## src/rtl/tflg_pkg.sv

```systemverilog
package tflg_pkg;
  localparam int FLG_OFF  = 14;  // channel flag byte
  localparam int OVF_OFF  = 15;  // overflow flag byte
  localparam int WIN_BASE = 16;  // first capture/compare data byte

  typedef struct packed {
    logic rd;
    logic wr;
  } bus_op_t;
endpackage

```

## src/rtl/tflg_decode.sv

```systemverilog
module tflg_decode #(
  parameter int NCH = 8,
  parameter int AW  = 5,
  parameter int DW  = 8
) (
  input  logic                  clk_i,
  input  logic                  rst_ni,
  input  logic [AW-1:0]         addr_i,
  input  tflg_pkg::bus_op_t     op_i,
  input  logic [DW-1:0]         wdata_i,
  input  logic                  tmr_en_i,
  input  logic                  pacc_en_i,
  input  logic                  fast_clr_i,
  input  logic [NCH-1:0]        ch_is_cmp_i,
  output logic                  sel_flg_o,
  output logic                  sel_ovf_o,
  output logic [NCH-1:0]        ch_clr_o,
  output logic                  ovf_clr_o
);
  import tflg_pkg::*;

  localparam int WIN_END = WIN_BASE + 2 * NCH;

  logic [31:0]    a32;
  logic           in_win;
  logic [AW-1:0]  win_off;
  logic [AW-1:0]  win_ch;
  logic           w1c_ok;
  logic           w1c_flg;
  logic [NCH-1:0] fc_hit;

  assign a32       = 32'(addr_i);
  assign sel_flg_o = (a32 == 32'(FLG_OFF));
  assign sel_ovf_o = (a32 == 32'(OVF_OFF));
  assign in_win    = (a32 >= 32'(WIN_BASE)) && (a32 < 32'(WIN_END));
  assign win_off   = addr_i - AW'(WIN_BASE);
  assign win_ch    = win_off >> 1;  // two bytes per channel

  assign w1c_ok  = tmr_en_i | pacc_en_i;
  assign w1c_flg = op_i.wr & sel_flg_o & w1c_ok;

  for (genvar i = 0; i < NCH; i++) begin : g_fc
    // capture clears on read, compare clears on write
    assign fc_hit[i] = fast_clr_i & in_win & (win_ch == AW'(i)) &
                       (ch_is_cmp_i[i] ? op_i.wr : op_i.rd);
    assign ch_clr_o[i] = fc_hit[i] | (w1c_flg & wdata_i[i]);
  end

  assign ovf_clr_o = op_i.wr & sel_ovf_o & w1c_ok & wdata_i[DW-1];

  // no write-one-to-clear without an enable
  a_r5_gate: assert property (@(posedge clk_i) disable iff (!rst_ni)
    (!tmr_en_i && !pacc_en_i && !fast_clr_i) |-> (ch_clr_o == '0 && !ovf_clr_o));

  // window accesses inert without fast-clear
  a_r7_no_fc: assert property (@(posedge clk_i) disable iff (!rst_ni)
    (!fast_clr_i && in_win) |-> (ch_clr_o == '0));

  a_r6_one_ch: assert property (@(posedge clk_i) disable iff (!rst_ni)
    $onehot0(fc_hit));
endmodule

```

## src/rtl/tflg_flag_bank.sv

```systemverilog
module tflg_flag_bank #(
  parameter int W = 8
) (
  input  logic         clk_i,
  input  logic         rst_ni,
  input  logic [W-1:0] set_i,
  input  logic [W-1:0] clr_i,
  output logic [W-1:0] q_o
);
  for (genvar i = 0; i < W; i++) begin : g_bit
    always_ff @(posedge clk_i or negedge rst_ni) begin
      if (!rst_ni)        q_o[i] <= 1'b0;
      else if (set_i[i])  q_o[i] <= 1'b1;  // set wins
      else if (clr_i[i])  q_o[i] <= 1'b0;
    end

    a_r8_set_wins: assert property (@(posedge clk_i) disable iff (!rst_ni)
      set_i[i] |=> q_o[i]);

    a_r4_fall_needs_clr: assert property (@(posedge clk_i) disable iff (!rst_ni)
      $fell(q_o[i]) |-> $past(clr_i[i]));
  end
endmodule

```

## src/rtl/tflg_irq.sv

```systemverilog
module tflg_irq #(
  parameter int NCH = 8
) (
  input  logic [NCH-1:0] ch_flg_i,
  input  logic [NCH-1:0] ch_en_i,
  input  logic           ovf_flg_i,
  input  logic           ovf_en_i,
  output logic           irq_o
);
  assign irq_o = (|(ch_flg_i & ch_en_i)) | (ovf_flg_i & ovf_en_i);
endmodule

```

## src/rtl/tflg_ctrl.sv

```systemverilog
module tflg_ctrl #(
  parameter int NCH = 8,
  parameter int AW  = 5,
  parameter int DW  = 8
) (
  input  logic           clk_i,
  input  logic           rst_ni,
  input  logic [AW-1:0]  addr_i,
  input  logic           rd_i,
  input  logic           wr_i,
  input  logic [DW-1:0]  wdata_i,
  output logic [DW-1:0]  rdata_o,
  input  logic [NCH-1:0] ch_evt_i,
  input  logic           ovf_evt_i,
  input  logic           tmr_en_i,
  input  logic           pacc_en_i,
  input  logic           fast_clr_i,
  input  logic [NCH-1:0] ch_is_cmp_i,
  input  logic [NCH-1:0] ch_irq_en_i,
  input  logic           ovf_irq_en_i,
  output logic           irq_o
);
  import tflg_pkg::*;

  bus_op_t        op;
  logic           sel_flg;
  logic           sel_ovf;
  logic [NCH-1:0] ch_clr;
  logic           ovf_clr;
  logic [NCH-1:0] ch_q;
  logic           ovf_q;
  logic [DW-1:0]  rd_ch;
  logic [DW-1:0]  rd_ovf;

  assign op.rd = rd_i;
  assign op.wr = wr_i;

  tflg_decode #(.NCH(NCH), .AW(AW), .DW(DW)) u_dec (
    .clk_i       (clk_i),
    .rst_ni      (rst_ni),
    .addr_i      (addr_i),
    .op_i        (op),
    .wdata_i     (wdata_i),
    .tmr_en_i    (tmr_en_i),
    .pacc_en_i   (pacc_en_i),
    .fast_clr_i  (fast_clr_i),
    .ch_is_cmp_i (ch_is_cmp_i),
    .sel_flg_o   (sel_flg),
    .sel_ovf_o   (sel_ovf),
    .ch_clr_o    (ch_clr),
    .ovf_clr_o   (ovf_clr)
  );

  tflg_flag_bank #(.W(NCH)) u_ch (
    .clk_i  (clk_i),
    .rst_ni (rst_ni),
    .set_i  (ch_evt_i),
    .clr_i  (ch_clr),
    .q_o    (ch_q)
  );

  tflg_flag_bank #(.W(1)) u_ovf (
    .clk_i  (clk_i),
    .rst_ni (rst_ni),
    .set_i  (ovf_evt_i),
    .clr_i  (ovf_clr),
    .q_o    (ovf_q)
  );

  tflg_irq #(.NCH(NCH)) u_irq (
    .ch_flg_i  (ch_q),
    .ch_en_i   (ch_irq_en_i),
    .ovf_flg_i (ovf_q),
    .ovf_en_i  (ovf_irq_en_i),
    .irq_o     (irq_o)
  );

  always_comb begin
    rd_ch            = '0;
    rd_ch[NCH-1:0]   = ch_q;
    rd_ovf           = '0;
    rd_ovf[DW-1]     = ovf_q;
  end

  always_comb begin
    if (sel_flg)      rdata_o = rd_ch;
    else if (sel_ovf) rdata_o = rd_ovf;
    else              rdata_o = '0;
  end

  a_r2_ovf_low_zero: assert property (@(posedge clk_i) disable iff (!rst_ni)
    (32'(addr_i) == 32'(OVF_OFF)) |-> (rdata_o[DW-2:0] == '0));

  a_r9_irq_quiet: assert property (@(posedge clk_i) disable iff (!rst_ni)
    (ch_q == '0 && !ovf_q) |-> !irq_o);

  a_r9_irq_hit: assert property (@(posedge clk_i) disable iff (!rst_ni)
    ((|(ch_q & ch_irq_en_i)) || (ovf_q && ovf_irq_en_i)) |-> irq_o);

  a_r3_ovf_set: assert property (@(posedge clk_i) disable iff (!rst_ni)
    ovf_evt_i |=> ovf_q);
endmodule

```

## config.mk

```make
export PLATFORM = sky130hd
export DESIGN_NAME = tflg_ctrl
export DESIGN_NICKNAME = d
export VERILOG_FILES = /design/src/rtl/tflg_pkg.sv /design/src/rtl/tflg_decode.sv /design/src/rtl/tflg_flag_bank.sv /design/src/rtl/tflg_irq.sv /design/src/rtl/tflg_ctrl.sv
export SDC_FILE = /design/constraint.sdc
export NUM_CORES = 1
export LEC_CHECK = 0
export ABC_AREA = 1
export BUFFER_PORTS_ARGS = -buffer_cell sky130_fd_sc_hd__buf_2
export CAP_MARGIN = 20
export CORE_MARGIN = 2
export CORE_UTILIZATION = 42
export DETAILED_ROUTE_END_ITERATION = 7
export MAX_ROUTING_LAYER = met4
export PLACE_DENSITY_LB_ADDON = 0.12
export SETUP_SLACK_MARGIN = 0.2
export SKIP_CTS_REPAIR_TIMING = 1
export SYNTH_ARGS = -nofsm -noshare
export SYNTH_HDL_FRONTEND = slang
export SYNTH_HIERARCHICAL = 1
export SYNTH_SLANG_ARGS = --single-unit
```

## constraint.sdc

```tcl
create_clock -name clk_i -period 0.9 [get_ports clk_i]
set_input_delay 0.09 -clock clk_i [delete_from_list [all_inputs] [get_ports clk_i]]
set_output_delay 0.09 -clock clk_i [all_outputs]
set_load 0.03 [all_outputs]
```

==> impl_metrics.ini <==
[run_status]
outcome = complete, but fails checks
violations = negative hold slack, negative setup slack

[yosys]
synthTopCellsByArea = nand2_1 (27%), dfrtp_1 (26%), inv_1 (16%)
syn_avg_cell_area_um2 = 5.510
synth.top_cell.area_share_pct = 27.07
synthCells = 156
synth_area_leader_cell = nand2_1
syn_area_um2 = 859.6
yosysSeqAreaShare_pct = 26.20
syn-num-nets = 202
yosysWarnings = 6
ys_types = 16
ys_ff_latch = 9

[pwr]
vdd_drop_max_uv = 912.8
p_sw_w = 0.0003567
p_leak_nw = 0.9172
power_density_nw_per_um2 = 696.5
p_seq_share_pct = 36.8
intPower_w = 0.0007710
clockPowerShare_pct = 28.4
sw_frac_of_total_pct = 31.63
power_frac_comb_pct = 34.8
p_total_w = 0.001128

[timing]
relSlewSlack_pct = 79.16
rsz0062_at_grt = yes
worst_pin_slew_ns = 0.3118
skew_ns = 0
final-hold-violation-count = 1
post-route-period-util_pct = 137.8
slew_viol_final = 0
fin_crit_ns = 1.241
worst_slack_ns = -0.3406
setup_viol = 9
hold_slack_ns = -0.004109
max_freq_mhz = 806.0

[routing]
drtIter0Drc = 32
drt.antenna.violating_nets = 0
via_count = 1235
drt-wirelength-per-cell_um = 11.17
vias_per_cell = 4.750
wl_mm = 2.903
drc = 0
drt_pass1_iterations = 4

[cells_and_area]
post-route-cell-area_um2 = 1619
antenna_cells = 0
layout-drive-gt1-share_pct = 50.64
multi_input_area_um2 = 595.6
fin_nets = 280
ff_latch_area_um2 = 225.2
nFillCells = 140
syn2layout_area_growth_pct = 88.35

[placed_design]
port_buffers = 54
placedInstanceArea_um2 = 1330
place_congestion = 0.8345
dp_hpwl_mm = 2.047

[global_routing]
grt_pass1_wl_mm = 4.153
grt_antenna_before_repair = 0
grt_pass1_vias = 1057
grt_max_degree = 14
grt-ovfl-total = 0
track_usage_pct = 22.33

[worst_setup_path]
end_kind = output port
crit_fanout = 2
crit_type = flip-flop to output port
crit_required_ns = 0.81
crit_arrival_ns = 1.15
start_kind = flip-flop

[cts]
cts_buffers = 3
htree_levels = 1
path_clk_slew_ns = 0.06
cts_tree = built
cts.path.max_buffers = 2
clockRootBuffer = clkbuf_4
cts_num_sinks = 9
clock_latency_ns = 0.26

[die]
die_w_um = 49.24
initial_core_util_pct = 44.27
dieArea_um2 = 2425
rows = 16
core-area_um2 = 1942
io_pins = 55
die_y_um = 49.24

[hold_path]
hold_class = input pin to flip-flop

[flow_run]
cap_violations = 0
==> placed cells by master, fill, tap and decap left out <==
cell type / n
a21oi_1: 3
and3_1: 1
buf_12: 1
buf_2: 40
buf_4: 10
buf_6: 20
buf_8: 1
clkbuf_1: 1
clkbuf_16: 1
clkbuf_4: 3
dfrtp_1: 9
dlygate4sd3_1: 1
inv_1: 26
inv_12: 1
inv_2: 8
inv_4: 1
inv_6: 2
nand2_1: 50
nand2_2: 7
nand2_4: 6
nand3_1: 8
nand3_2: 8
nand3_4: 1
nand3b_1: 2
nor2_1: 10
nor2_2: 2
nor2_4: 3
nor3_1: 1
o21ai_0: 3
or2_2: 3
==> synth_stat cells <==
library cell  count
a21oi_1           3
and3_1            1
buf_6             1
dfrtp_1           9
inv_1            36
inv_2             2
nand2_1          62
nand2_2           1
nand3_1          15
nand3_2           2
nand3b_1          2
nor2_1           13
nor2_4            2
nor3_1            1
o21ai_0           3
or2_2             3
==> area by class of cell <==
| type | instances | area share, % |
|---|---|---|
| clock buffer | 4 | 1.623 |
| tap | 27 | 2.087 |
| inverter | 38 | 10.36 |
| timing repair buffer | 74 | 35.24 |
| sequential | 9 | 13.91 |
| multi-input combinational | 108 | 36.79 |
==> power by group through the flow <==
| stage | clock [W] | combinational (W) | sequential (W) |
|---|---|---|---|
| finish | 0.000321 | 0.000393 | 0.000414 |
| CTS | 0.000331 | 0.000323 | 0.000414 |
| floorplan | 0 | 0.000142 | 0.000422 |
| global placement | 0 | 0.000313 | 0.000421 |
| global route | 0.000349 | 0.000433 | 0.000415 |
| detailed placement | 0 | 0.000321 | 0.000421 |
==> sequential cells by signal, summed over array words and instances (netlist names) <==
name	count
u_ch/q_o	8
u_ovf/q_o	1
==> logic make-up (layout without fill, tap and decap cells) <==
group / count (synthesis) / after routing / share of synthesized area, %
AOI/OAI and AO/OA: 6 / 6 / 3.492
buffers and inverters: 39 / 116 / 17.90
DFF: 9 / 9 / 26.20
and+or+nand+nor: 102 / 102 / 52.40
==> final timing paths <==
check | start | endpoint | slack [ns] | cells after the start
setup / recovery | u_ch/q_o[7] | irq_o | -0.34 | 5
hold / removal | ch_evt_i[3] | u_ch/q_o[3] | -0.004 | 3
setup reg to reg | u_ch/q_o[3] | u_ch/q_o[3] | 0.09 | 4
hold reg to reg | u_ch/q_o[2] | u_ch/q_o[2] | 0.58 | 3
max in group asynchronous | rst_ni | u_ch/q_o[5] | 0.51 | 2
min in group asynchronous | rst_ni | u_ch/q_o[6] | 0.21 | 2
==> per-stage QoR <==
step	TNS [ns]	instances	setup WS, ns	util, %
2_1_floorplan	0	156	0.04825	-
3_3_place_gp	-2.012	250	-0.1375	68.49
3_5_place_dp	-2.322	250	-0.1528	68.49
4_1_cts	-2.278	254	-0.3691	69.85
5_1_grt	-2.246	260	-0.3913	83.38
6_report	-1.852	260	-0.3406	83.38
==> metal layers <==
layer	share of wire [%]	track usage [%]
met1	39	25.77
met2	54	38.96
met5	0	-
met4	0.79	3.333
met3	7.0	6.442
==> worst max-delay path, cell delays in order (launching register included) <==
cell     delay (ns)
dfrtp_1        0.39
nand2_1        0.10
nand2_2        0.07
nor2_4         0.12
nand3_2        0.07
buf_6          0.14
Power figures use the tool's default switching activity.
